==> config.mk <==
export PLATFORM = sky130hd
export DESIGN_NAME = cfg_keylock_port
export DESIGN_NICKNAME = d
export VERILOG_FILES = /design/src/rtl/cfg_port_pkg.sv /design/src/rtl/cfg_port_decode.sv /design/src/rtl/cfg_port_lock.sv /design/src/rtl/cfg_port_scratch.sv /design/src/rtl/cfg_keylock_port.sv
export SDC_FILE = /design/constraint.sdc
export NUM_CORES = 1
export LEC_CHECK = 0
export ABC_CLOCK_PERIOD_IN_PS = 5700
export CORE_MARGIN = 2
export CORE_UTILIZATION = 50
export CTS_BUF_LIST = sky130_fd_sc_hd__clkbuf_2 sky130_fd_sc_hd__clkbuf_4 sky130_fd_sc_hd__clkbuf_8
export CTS_CLUSTER_SIZE = 16
export DETAILED_ROUTE_END_ITERATION = 7
export DONT_BUFFER_PORTS = 1
export PLACE_DENSITY = 0.62
export SLEW_MARGIN = 20
export SYNTH_ARGS = -nofsm -noshare
export SYNTH_HDL_FRONTEND = slang
export SYNTH_SLANG_ARGS = --single-unit
==> constraint.sdc <==
create_clock -name clk -period 5.7 [get_ports clk]
set_clock_uncertainty 0.2 [all_clocks]
set_input_delay 0.57 -clock clk [delete_from_list [all_inputs] [get_ports clk]]
set_output_delay 0.57 -clock clk [all_outputs]
set_load 0.01 [all_outputs]
==> src/rtl/cfg_port_pkg.sv <==
package cfg_port_pkg;
  typedef enum logic [2:0] {
    ACC_NONE,
    ACC_IDX_WR,
    ACC_IDX_RD,
    ACC_DAT_WR,
    ACC_DAT_RD
  } acc_kind_e;
endpackage

==> src/rtl/cfg_port_decode.sv <==
module cfg_port_decode
  import cfg_port_pkg::*;
#(
  parameter int          AW        = 8,
  parameter logic [AW-1:0] IDX_PORT  = 8'h22,
  parameter logic [AW-1:0] DATA_PORT = 8'h23
) (
  input  logic [AW-1:0] addr,
  input  logic          wr,
  input  logic          rd,
  output acc_kind_e     kind
);
  // a write takes precedence when both strobes are high
  always_comb begin
    kind = ACC_NONE;
    if (wr) begin
      if (addr == IDX_PORT)       kind = ACC_IDX_WR;
      else if (addr == DATA_PORT) kind = ACC_DAT_WR;
    end else if (rd) begin
      if (addr == IDX_PORT)       kind = ACC_IDX_RD;
      else if (addr == DATA_PORT) kind = ACC_DAT_RD;
    end
  end
endmodule

==> src/rtl/cfg_port_lock.sv <==
module cfg_port_lock #(
  parameter int           DW       = 8,
  parameter logic [DW-1:0] LOCK_IDX = 8'h03,
  parameter logic [DW-1:0] KEY      = 8'hC5
) (
  input  logic          clk,
  input  logic          rst_n,
  input  logic          dat_wr,
  input  logic [DW-1:0] idx,
  input  logic [DW-1:0] wdata,
  output logic          is_lock_idx,
  output logic          open_q
);
  assign is_lock_idx = (idx == LOCK_IDX);

  always_ff @(posedge clk) begin
    if (!rst_n)                        open_q <= 1'b0;
    else if (dat_wr && is_lock_idx)    open_q <= (wdata == KEY);
  end
endmodule

==> src/rtl/cfg_port_scratch.sv <==
module cfg_port_scratch #(
  parameter int           DW    = 8,
  parameter logic [DW-1:0] BASE  = 8'h40,
  parameter int           DEPTH = 16
) (
  input  logic          clk,
  input  logic          rst_n,
  input  logic          we,
  input  logic [DW-1:0] idx,
  input  logic [DW-1:0] wdata,
  output logic [DW-1:0] rdata
);
  localparam int SEL_W = (DEPTH > 1) ? $clog2(DEPTH) : 1;

  logic [DW-1:0]    offset;
  logic             in_win;
  logic [SEL_W-1:0] sel;
  logic [DW-1:0]    cells [DEPTH];

  assign offset = idx - BASE;
  assign in_win = (idx >= BASE) && ({1'b0, offset} < (DW+1)'(DEPTH));
  assign sel    = offset[SEL_W-1:0];

  for (genvar g = 0; g < DEPTH; g++) begin : g_cell
    always_ff @(posedge clk) begin
      if (!rst_n)                                     cells[g] <= '0;
      else if (we && in_win && sel == SEL_W'(g))      cells[g] <= wdata;
    end
  end

  always_comb begin
    rdata = '0;
    if (in_win) rdata = cells[sel];
  end
endmodule

==> src/rtl/cfg_keylock_port.sv <==
module cfg_keylock_port
  import cfg_port_pkg::*;
#(
  parameter logic [7:0] IDX_PORT  = 8'h22,
  parameter logic [7:0] DATA_PORT = 8'h23,
  parameter logic [7:0] LOCK_IDX  = 8'h03,
  parameter logic [7:0] KEY       = 8'hC5,
  parameter logic [7:0] RF_BASE   = 8'h40,
  parameter int         RF_DEPTH  = 16
) (
  input  logic       clk,
  input  logic       rst_n,
  input  logic [7:0] io_addr,
  input  logic [7:0] io_wdata,
  input  logic       io_wr,
  input  logic       io_rd,
  output logic [7:0] io_rdata,
  output logic       rf_we,
  output logic [7:0] rf_idx,
  output logic [7:0] rf_wdata,
  output logic [7:0] rf_rdata
);
  localparam logic [7:0] CLOSED_RD = 8'hFF;

  acc_kind_e  kind;
  logic [7:0] cur_idx;
  logic       lock_open;
  logic       at_lock;
  logic [7:0] scr_rdata;

  cfg_port_decode #(.AW(8), .IDX_PORT(IDX_PORT), .DATA_PORT(DATA_PORT)) u_dec (
    .addr(io_addr), .wr(io_wr), .rd(io_rd), .kind(kind)
  );

  always_ff @(posedge clk) begin
    if (!rst_n)                 cur_idx <= '0;
    else if (kind == ACC_IDX_WR) cur_idx <= io_wdata;
  end

  cfg_port_lock #(.DW(8), .LOCK_IDX(LOCK_IDX), .KEY(KEY)) u_lock (
    .clk(clk), .rst_n(rst_n), .dat_wr(kind == ACC_DAT_WR), .idx(cur_idx),
    .wdata(io_wdata), .is_lock_idx(at_lock), .open_q(lock_open)
  );

  assign rf_we    = (kind == ACC_DAT_WR) && lock_open && !at_lock;
  assign rf_idx   = cur_idx;
  assign rf_wdata = io_wdata;

  cfg_port_scratch #(.DW(8), .BASE(RF_BASE), .DEPTH(RF_DEPTH)) u_scr (
    .clk(clk), .rst_n(rst_n), .we(rf_we), .idx(cur_idx),
    .wdata(io_wdata), .rdata(scr_rdata)
  );

  assign rf_rdata = scr_rdata;

  always_comb begin
    io_rdata = '0;
    case (kind)
      ACC_IDX_RD: io_rdata = cur_idx;
      ACC_DAT_RD: begin
        if (at_lock)         io_rdata = {7'd0, lock_open};
        else if (!lock_open) io_rdata = CLOSED_RD;
        else                 io_rdata = scr_rdata;
      end
      default:    io_rdata = '0;
    endcase
  end
endmodule

==> key figures, run 1 <==
Layout
  – Most common cell after layout, fill and taps aside: nor2_1
  – Layout Cells excl Fill: 682
  – Most frequent cells in the layout: 137 x nor2_1, 128 x edfxtp_1, 37 x nand3_1
  – Area growth, synth to finish: 9.08%
  – Layout cells sized above 1: 0.184
  – Fin nets: 517
  – # diodes: 0

Power
  – Max VDD drop: 0.120 mV
  – Leakage: 2.19 nW
  – Power Dens Cells: 298 mW/mm²
  – Pwr Total: 2.12 mW

Synthesis
  – Synth top area share: 0.591
  – Synthesized area: 0.00650 mm²
  – Sequential area share after synthesis: 0.619
  – Post-Syn Area per Cell: 12.8 µm²
  – Synth warn: 0
  – Cells after synthesis: 507
  – Asr flop ratio synth: 0
  – Syn nets: 527
  – Cell variety after synth: 40
  – EDFF count, synth: 128
  – Area contributors post-synth: edfxtp_1 59%, mux4_2 9.7%, nor2_1 7.9%, mux2i_1 3.8%, nand3_1 2.8%
  – Ys flop type: edfxtp_1
  – FF+latch count, synth: 137
  – Synth area leader: edfxtp_1

Clock network
  – CTS tree: yes
  – CTS sink cnt: 137
  – Max Root-Sink Buffers: 2
  – Setup Fix Bufs, Post-CTS: 0
  – Root Buffer: clkbuf_8
  – Post-cts resize count: 0
  – Clk slew on worst S/H paths: 0.08 ns
  – Cts bufs inserted: 17
  – H-tree depth reported by CTS: 4
  – Hold_buf cts: 0
  – Clk_lat worst skew: 0.45 ns

Floorplanning
  – Die Y-Extent: 118 µm
  – Die width: 118 µm
  – Die area: 0.0139 mm²
  – I/O pins: 53
  – Cell Rows: 41
  – Core area: 0.0127 mm²
  – Initial core utilization: 0.513

Timing
  – Unrepaired setup endpoints after global routing: no
  – Max-slew violations: 0
  – Fmax: 267 MHz
  – Worst slew margin: 0.442
  – Endpoints failing setup: 0
  – Total negative setup slack: 0 ns
  – Period utilization: 0.658
  – Crit path time final: 3.75 ns
  – Final Hold Fails: 0
  – Pin slew with the least headroom to its limit: 0.836 ns

Global routing
  – Total GRT Usage: 0.248
  – Vias in the first global route: 4,184
  – Initial antenna violation count: 0
  – Largest net degree at the start of global routing: 58
  – Gr ovfl total: 0
  – First-pass GRT wire length: 25,100 µm

Critical path
  – Critical Path Source Type: register
  – Worst EP arrival: 2.98 ns
  – CP Capture Type: output pin
  – Crit Path Category: reg -> out
  – Worst EP required: 4.93 ns
  – Worst-path fanout max: 43

Routing
  – # DRC: 0
  – Vias/cell: 6.16
  – Pre-antenna DRT Iters: 5
  – WL per Instance: 24.0 µm
  – DRT antenna net count: 0
  – Vias after detailed routing: 4,202
  – Detailed Route WL: 16,400 µm
  – Initial drt markers: 569

Placed design
  – Detailed placement HPWL: 10,300 µm
  – GP Congestion: 0.864
  – Dpl cells: 650
  – PortBufs: 0

Job
  – Maxcap violations: 0

Outcome
  – Status: complete, no violations

Hold path
  – Class of the worst hold path: in -> reg
==> per-stage QoR <==
stage          instance area, µm²   util  hold WS [ns]  setup slack (ns)
2_1_floorplan                6500      -         0.395              2.69
3_3_place_gp                 6620  0.522         0.409              2.12
3_5_place_dp                 6620  0.522         0.421              2.10
4_1_cts                      7080  0.559        0.0425              1.92
5_1_grt                      7090  0.560        0.0333              1.81
6_report                     7090  0.560        0.0554              1.95
==> power breakdown <==
| part | switching (mW) | internal [mW] | total [mW] |
|---|---|---|---|
| sequential | 0.00999 | 1.13 | 1.14 |
| clock | 0.372 | 0.548 | 0.920 |
| combinational | 0.0341 | 0.0222 | 0.0563 |
==> final cells by class <==
| class | instances | area (µm²) |
|---|---|---|
| Multi-Input combinational cell | 322 | 2250 |
| Inverter | 1 | 3.75 |
| Fill cell | 1082 | 5580 |
| Clock buffer | 20 | 269 |
| Tap cell | 172 | 215 |
| Timing Repair Buffer | 18 | 135 |
| Clock inverter | 12 | 198 |
| Sequential cell | 137 | 4030 |
==> synth_stat cells, types with 5 or more instances <==
cell,instances
nor2_1,137
buf_4,13
buf_2,9
nor2b_1,11
a22o_1,7
buf_1,6
nand3_1,37
o211ai_1,6
mux2i_1,25
edfxtp_1,128
o21ai_0,23
clkbuf_1,18
mux4_2,28
mux2_2,5
nand2_1,10
dfxtp_1,9
==> worst paths after layout <==
check,startpoint,endpoint,slack (ns),cells after the start
setup reg to reg,rf_idx[2]$_SDFFE_PN0N_,u_scr.cells[10][5]$_SDFFCE_PN0P_,2.39,6
hold reg to reg,u_lock.open_q$_SDFFE_PN0P_,u_lock.open_q$_SDFFE_PN0P_,0.43,2
setup / recovery,rf_idx[0]$_SDFFE_PN0N_,io_rdata[0],1.95,6
hold / removal,rst_n,rf_idx[4]$_SDFFE_PN0N_,0.06,1
==> critical path: stages (launching register included) <==
cell	delay, ns
dfxtp_2	0.33
buf_4	0.64
mux4_2	0.62
mux2i_1	0.30
o22ai_1	0.25
nor3_1	0.20
o31ai_1	0.15
==> state kept, by name (all words and copies together), names as in the netlist <==
register and count:
rf_idx 8, u_scr.cells 128, u_lock.open_q 1
==> logic make-up (layout without fill, tap and decap cells) <==
family | after synthesis | in the layout | synth area share
and+or+nand+nor | 220 | 220 | 0.157
AOI/OAI and AO/OA | 44 | 44 | 0.0431
buffers and inverters | 48 | 51 | 0.0371
muxes | 58 | 58 | 0.144
DFF | 137 | 137 | 0.619
==> metal layers <==
metal / wire length (µm) / global-route usage
met4: 433 / 0.101
met1: 6810 / 0.338
met2: 7750 / 0.376
met5: 0 / 0
met3: 1370 / 0.0712
Note: power is estimated with default switching activity, not from simulation.
==> run 2, diff against run 1 <==
ABC_CLOCK_PERIOD_IN_PS = 3000   (was 5700)
PLACE_DENSITY = 0.65   (was 0.62)
clock period = 3 ns   (was 5.7 ns; I/O delays follow)
==> key figures, run 2 (synthesized netlist as in run 1, its figures left out) <==
Floorplanning
  – Initial core utilization: 0.513 (unchanged)
  – I/O pins: 53 (unchanged)
  – Cell Rows: 41 (unchanged)
  – Die width: 118 µm (unchanged)
  – Die Y-Extent: 118 µm (unchanged)
  – Core area: 0.0127 mm² (unchanged)
  – Die area: 0.0139 mm² (unchanged)

Power
  – Max VDD drop: 0.254 mV (was 0.120 mV)
  – Leakage: 2.45 nW (was 2.19 nW)
  – Power Dens Cells: 512 mW/mm² (was 298 mW/mm²)

Timing
  – Endpoints failing setup: 0 (unchanged)
  – Pin slew with the least headroom to its limit: 0.637 ns (was 0.836 ns)
  – Total negative setup slack: 0 ns (unchanged)
  – Fmax: 342 MHz
  – Worst slew margin: 0.573 (was 0.442)
  – Max-slew violations: 0 (unchanged)
  – Final Hold Fails: 0 (unchanged)
  – Setup ws final: 0.0778 ns (was 1.95 ns)
  – Crit path time final: 2.92 ns
  – Period utilization: 0.974

Critical path
  – Critical path origin: rf_idx[0]$_SDFFE_PN0N_ (unchanged)
  – Critical Path Source Type: register (unchanged)
  – CP Capture Type: output pin (unchanged)
  – Worst EP arrival: 2.42 ns (was 2.98 ns)
  – Worst-path fanout max: 9 (was 43)
  – Reg2reg start: rf_idx[0]$_SDFFE_PN0N_ (was rf_idx[2]$_SDFFE_PN0N_)
  – Crit Path Category: reg -> out (unchanged)
  – Worst EP required: 2.50 ns (was 4.93 ns)

Global routing
  – Gr ovfl total: 0 (unchanged)
  – Total GRT Usage: 0.261 (was 0.248)
  – First-pass GRT wire length: 26,400 µm (was 25,100 µm)
  – Initial antenna violation count: 1 (was 0)
  – Vias in the first global route: 4,393 (was 4,184)
  – Largest net degree at the start of global routing: 37 (was 58)

Layout
  – Area growth, synth to finish: 16.1% (was 9.08%)
  – Register area: 0.00403 mm² (about the same)
  – Multi-input logic area: 0.00227 mm² (was 0.00225 mm²)
  – Fillers: 1,033 (was 1,082)
  – Fin nets: 571 (was 517)
  – Number of flip-flops under the largest register name: 128 (unchanged)
  – Reg with most FFs: u_scr.cells (unchanged)
  – Most common cell after layout, fill and taps aside: nor2_1 (unchanged)
  – Layout cells sized above 1: 0.250 (was 0.184)
  – Most frequent cells in the layout: 137 x nor2_1, 128 x edfxtp_1, 55 x buf_4 (was 137 x nor2_1, 128 x edfxtp_1, 37 x nand3_1)

Clock network
  – Clk slew on worst S/H paths: 0.08 ns (about the same)
  – CTS sink cnt: 137 (unchanged)
  – CTS tree: yes (unchanged)
  – Clk_lat worst skew: 0.45 ns (about the same)
  – H-tree depth reported by CTS: 4 (unchanged)
  – Cts bufs inserted: 17 (unchanged)
  – Max Root-Sink Buffers: 2 (unchanged)
  – Root Buffer: clkbuf_8 (unchanged)

Job
  – Maxcap violations: 0 (unchanged)

Routing
  – DRT antenna net count: 0 (unchanged)
  – Detailed Route WL: 17,500 µm (was 16,400 µm)
  – Vias after detailed routing: 4,530 (was 4,202)
  – # DRC: 0 (unchanged)
  – WL per Instance: 23.7 µm (was 24.0 µm)
  – Vias/cell: 6.15 (was 6.16)
  – Pre-antenna DRT Iters: 5 (unchanged)
  – Initial drt markers: 892 (was 569)

Hold path
  – Worst Min Path Start: rst_n (unchanged)
  – Class of the worst hold path: in -> reg (unchanged)

Placed design
  – GP Congestion: 0.893 (was 0.864)
  – PortBufs: 0 (unchanged)
  – Detailed placement HPWL: 11,100 µm (was 10,300 µm)
  – Pre-CTS WS: 0.251 ns (was 2.10 ns)

Outcome
  – Status: complete, no violations (unchanged)
## run 2: repair_timing
action | in CTS | in global routing
setup endpoints to repair | 10 | 6
pin swaps | 0 | 0
hold buffers | 13 | 0
hold endpoints to repair | 127 | 0
setup buffers | 2 | 5
resized for setup | 4 | 10
## run 2: worst paths after layout
check | end | slack (ns) | cells after the start
max | io_rdata[2] | 0.08 | 6
min | u_scr.cells[5][6]$_SDFFCE_PN0P_ | 0.004 | 1
max reg2reg | u_scr.cells[6][4]$_SDFFCE_PN0P_ | 0.21 | 8
min reg2reg | rf_idx[4]$_SDFFE_PN0N_ | 0.36 | 2
## run 2: critical path, cell delays in order (launching register included)
cell and delay (ns):
dfxtp_4 0.46, buf_12 0.17, buf_4 0.16, mux4_2 0.54, mux2i_2 0.23, o211ai_1 0.14
a22o_1 0.26
## run 2: routing by layer
metal  vias up  share of wire  routed length, µm  GRT usage
met5         -              0                  0          0
met4         0          0.035                607      0.101
met3        51           0.12               2060     0.0775
met2       294           0.46               7980      0.390
met1      2213           0.39               6850      0.362
li1       1972              -                  -          -
## run 2: power by group
group / total [mW] / switching [mW] / internal [mW]
clock: 1.54 / 0.700 / 0.845
combinational: 0.156 / 0.0962 / 0.0603
sequential: 2.16 / 0.0185 / 2.14
## run 2: stage by stage
step / hold slack (ns) / instance area [µm²] / utilization / power (mW) / instances
after floorplan: 0.266 / 6500 / - / 2.28 / 507
after global placement: 0.248 / 6900 / 0.544 / 2.32 / 684
after detailed placement: 0.255 / 6900 / 0.544 / 2.32 / 684
after CTS: 0.000999 / 7460 / 0.589 / 3.88 / 731
after global routing: 0.0123 / 7550 / 0.596 / 3.97 / 736
final: 0.00428 / 7550 / 0.596 / 3.86 / 737
## run 2: cell type report
cell class,count,share of cell area
flip-flops and latches,137,0.534
clock buffers,19,0.0338
diodes,1,0.000332
multi-input cells,322,0.301
well taps,172,0.0285
clock inverters,13,0.0204
inverters,1,0.000497
repair buffers,72,0.0819
==> run 3, diff against run 2 <==
CORE_MARGIN = 3   (was 2)
==> key figures, run 3 (synthesized netlist as in run 1, its figures left out) <==
Placed design
  – Dpl cells: 686 (was 684)
  – Pre-CTS WS: 0.237 ns (was 0.251 ns)
  – GP Congestion: 0.918 (was 0.893)
  – Dpl cell area: 0.00690 mm² (about the same)
  – PortBufs: 0 (unchanged)
  – Detailed placement HPWL: 11,500 µm (was 11,100 µm)

Layout
  – Most frequent cells in the layout: 137 x nor2_1, 128 x edfxtp_1, 54 x buf_4 (was 137 x nor2_1, 128 x edfxtp_1, 55 x buf_4)
  – Number of flip-flops under the largest register name: 128 (unchanged)
  – Most common cell after layout, fill and taps aside: nor2_1 (unchanged)
  – Layout Cells excl Fill: 739 (was 737)
  – Area growth, synth to finish: 17.2% (was 16.1%)
  – Layout cells sized above 1: 0.252 (was 0.250)
  – Final Core Density: 0.602 (was 0.596)
  – Reg with most FFs: u_scr.cells (unchanged)
  – Fin nets: 574 (was 571)
  – # diodes: 0 (was 1)
  – Final Cell Area: 0.00762 mm² (was 0.00755 mm²)

Hold path
  – Min-Delay Path Depth: 2 (was 1)
  – Class of the worst hold path: in -> reg (unchanged)
  – Worst Min Path Start: io_wdata[0] (was rst_n)
  – Worst hold endpoint: u_scr.cells[10][0]$_SDFFCE_PN0P_ (was u_scr.cells[5][6]$_SDFFCE_PN0P_)

Critical path
  – Worst-path fanout max: 10 (was 9)
  – CP Capture Type: output pin (unchanged)
  – Critical Path Source Type: register (unchanged)
  – Crit Path Category: reg -> out (unchanged)
  – Worst EP required: 2.50 ns (about the same)
  – Worst EP arrival: 2.44 ns (was 2.42 ns)
  – Critical R2R Capture: u_scr.cells[2][4]$_SDFFCE_PN0P_ (was u_scr.cells[6][4]$_SDFFCE_PN0P_)
  – Reg2reg start: rf_idx[5]$_SDFFE_PN0N_ (was rf_idx[0]$_SDFFE_PN0N_)
  – Worst r2r path cells: 7 (was 8)
  – Reg2reg setup slack: 0.25 ns (was 0.21 ns)

Clock network
  – Clk_lat worst skew: 0.44 ns (was 0.45 ns)
  – CTS sink cnt: 137 (unchanged)
  – Max Root-Sink Buffers: 2 (unchanged)
  – Cts bufs inserted: 17 (unchanged)
  – Root Buffer: clkbuf_8 (unchanged)
  – Clk slew on worst S/H paths: 0.08 ns (about the same)
  – CTS tree: yes (unchanged)
  – H-tree depth reported by CTS: 4 (unchanged)

Routing
  – Vias/cell: 6.18 (was 6.15)
  – Initial drt markers: 700 (was 892)
  – Vias after detailed routing: 4,564 (was 4,530)
  – DRT antenna net count: 0 (unchanged)
  – WL per Instance: 24.6 µm (was 23.7 µm)
  – Pre-antenna DRT Iters: 8 (was 5)
  – # DRC: 0 (unchanged)
  – Detailed Route WL: 18,200 µm (was 17,500 µm)

Timing
  – Worst hold slack: 0.0196 ns (was 0.00428 ns)
  – Total negative setup slack: 0 ns (unchanged)
  – Period utilization: 0.980 (was 0.974)
  – Endpoints failing setup: 0 (unchanged)
  – Pin slew with the least headroom to its limit: 1.05 ns (was 0.637 ns)
  – Final Hold Fails: 0 (unchanged)
  – Max-slew violations: 0 (unchanged)
  – Worst slew margin: 0.297 (was 0.573)
  – Crit path time final: 2.94 ns (was 2.92 ns)
  – Fmax: 340 MHz (was 342 MHz)
  – Unrepaired setup endpoints after global routing: yes
  – Setup ws final: 0.0613 ns (was 0.0778 ns)

Floorplanning
  – Core area: 0.0127 mm² (unchanged)
  – Cell Rows: 41 (unchanged)
  – Initial core utilization: 0.513 (unchanged)
  – Die width: 120 µm (was 118 µm)
  – Die area: 0.0144 mm² (was 0.0139 mm²)
  – I/O pins: 53 (unchanged)
  – Die Y-Extent: 120 µm (was 118 µm)

Global routing
  – Initial antenna violation count: 0 (was 1)
  – Vias in the first global route: 4,535 (was 4,393)
  – Gr ovfl total: 0 (unchanged)
  – Largest net degree at the start of global routing: 37 (unchanged)
  – First-pass GRT wire length: 27,400 µm (was 26,400 µm)
  – Total GRT Usage: 0.263 (was 0.261)

Power
  – Leakage: 2.48 nW (was 2.45 nW)
  – Max VDD drop: 0.258 mV (was 0.254 mV)
  – Pwr Total: 3.99 mW (was 3.86 mW)
  – Power Dens Cells: 523 mW/mm² (was 512 mW/mm²)

Outcome
  – Status: complete, no violations (unchanged)

Job
  – Maxcap violations: 0 (unchanged)
[run 3: cell types whose count changed in the layout (fill, tap and decap cells not counted), sizes merged]
cell	change
clkinv	-3
clkbuf	-1
bufbuf	+1
bufinv	+1
inv	+3
dlygate4sd3	+5
diode	-1
buf	-3
[run 3: layout make-up]
type                            count  area [µm²]
Tap cell                          172         215
Timing Repair Buffer               75         651
Clock inverter                     14         195
Sequential cell                   137        4030
Fill cell                        1003        5050
Inverter                            1        3.75
Multi-Input combinational cell    322        2290
Clock buffer                       18         241
[run 3: what timing repair did]
item                                    in CTS  in global routing
endpoints found under the hold margin      100                  0
hold buffers                                17                  0
cloned                                       1                  0
endpoints found under the setup margin       8                  6
resized for setup                            4                 12
buffers inserted                             0                  3
[run 3: worst max-delay path by stage]
stage / from / endpoint / slack (ns)
2_1_floorplan: rf_idx[3]$_SDFFE_PN0N_ / u_scr.cells[10][0]$_SDFFCE_PN0P_ / 0.22
5_1_grt: rf_idx[0]$_SDFFE_PN0N_ / io_rdata[1] / -0.04
6_report: rf_idx[0]$_SDFFE_PN0N_ / io_rdata[1] / 0.06
3_5_place_dp: io_addr[6] / u_scr.cells[2][5]$_SDFFCE_PN0P_ / 0.24
3_3_place_gp: io_addr[6] / u_scr.cells[2][5]$_SDFFCE_PN0P_ / 0.28
4_1_cts: rf_idx[0]$_SDFFE_PN0N_ / io_rdata[0] / 0.02
[run 3: metal layers]
metal / track usage / routed length (µm)
met5: 0 / 0
met2: 0.397 / 8380
met4: 0.0931 / 474
met3: 0.0749 / 2270
met1: 0.369 / 7090
[run 3: critical path, stage by stage, from the launching register on]
cell and delay (ns):
dfxtp_4 0.47, buf_6 0.21, mux4_2 0.53, mux2_2 0.31, nand2_1 0.11, o211ai_1 0.10
a22o_1 0.25
[run 3: power breakdown]
part | leakage, nW | switching [mW] | internal, mW | total [mW]
combinational | 0.896 | 0.101 | 0.0697 | 0.170
clock | 0.209 | 0.737 | 0.919 | 1.66
sequential | 1.37 | 0.0195 | 2.14 | 2.16
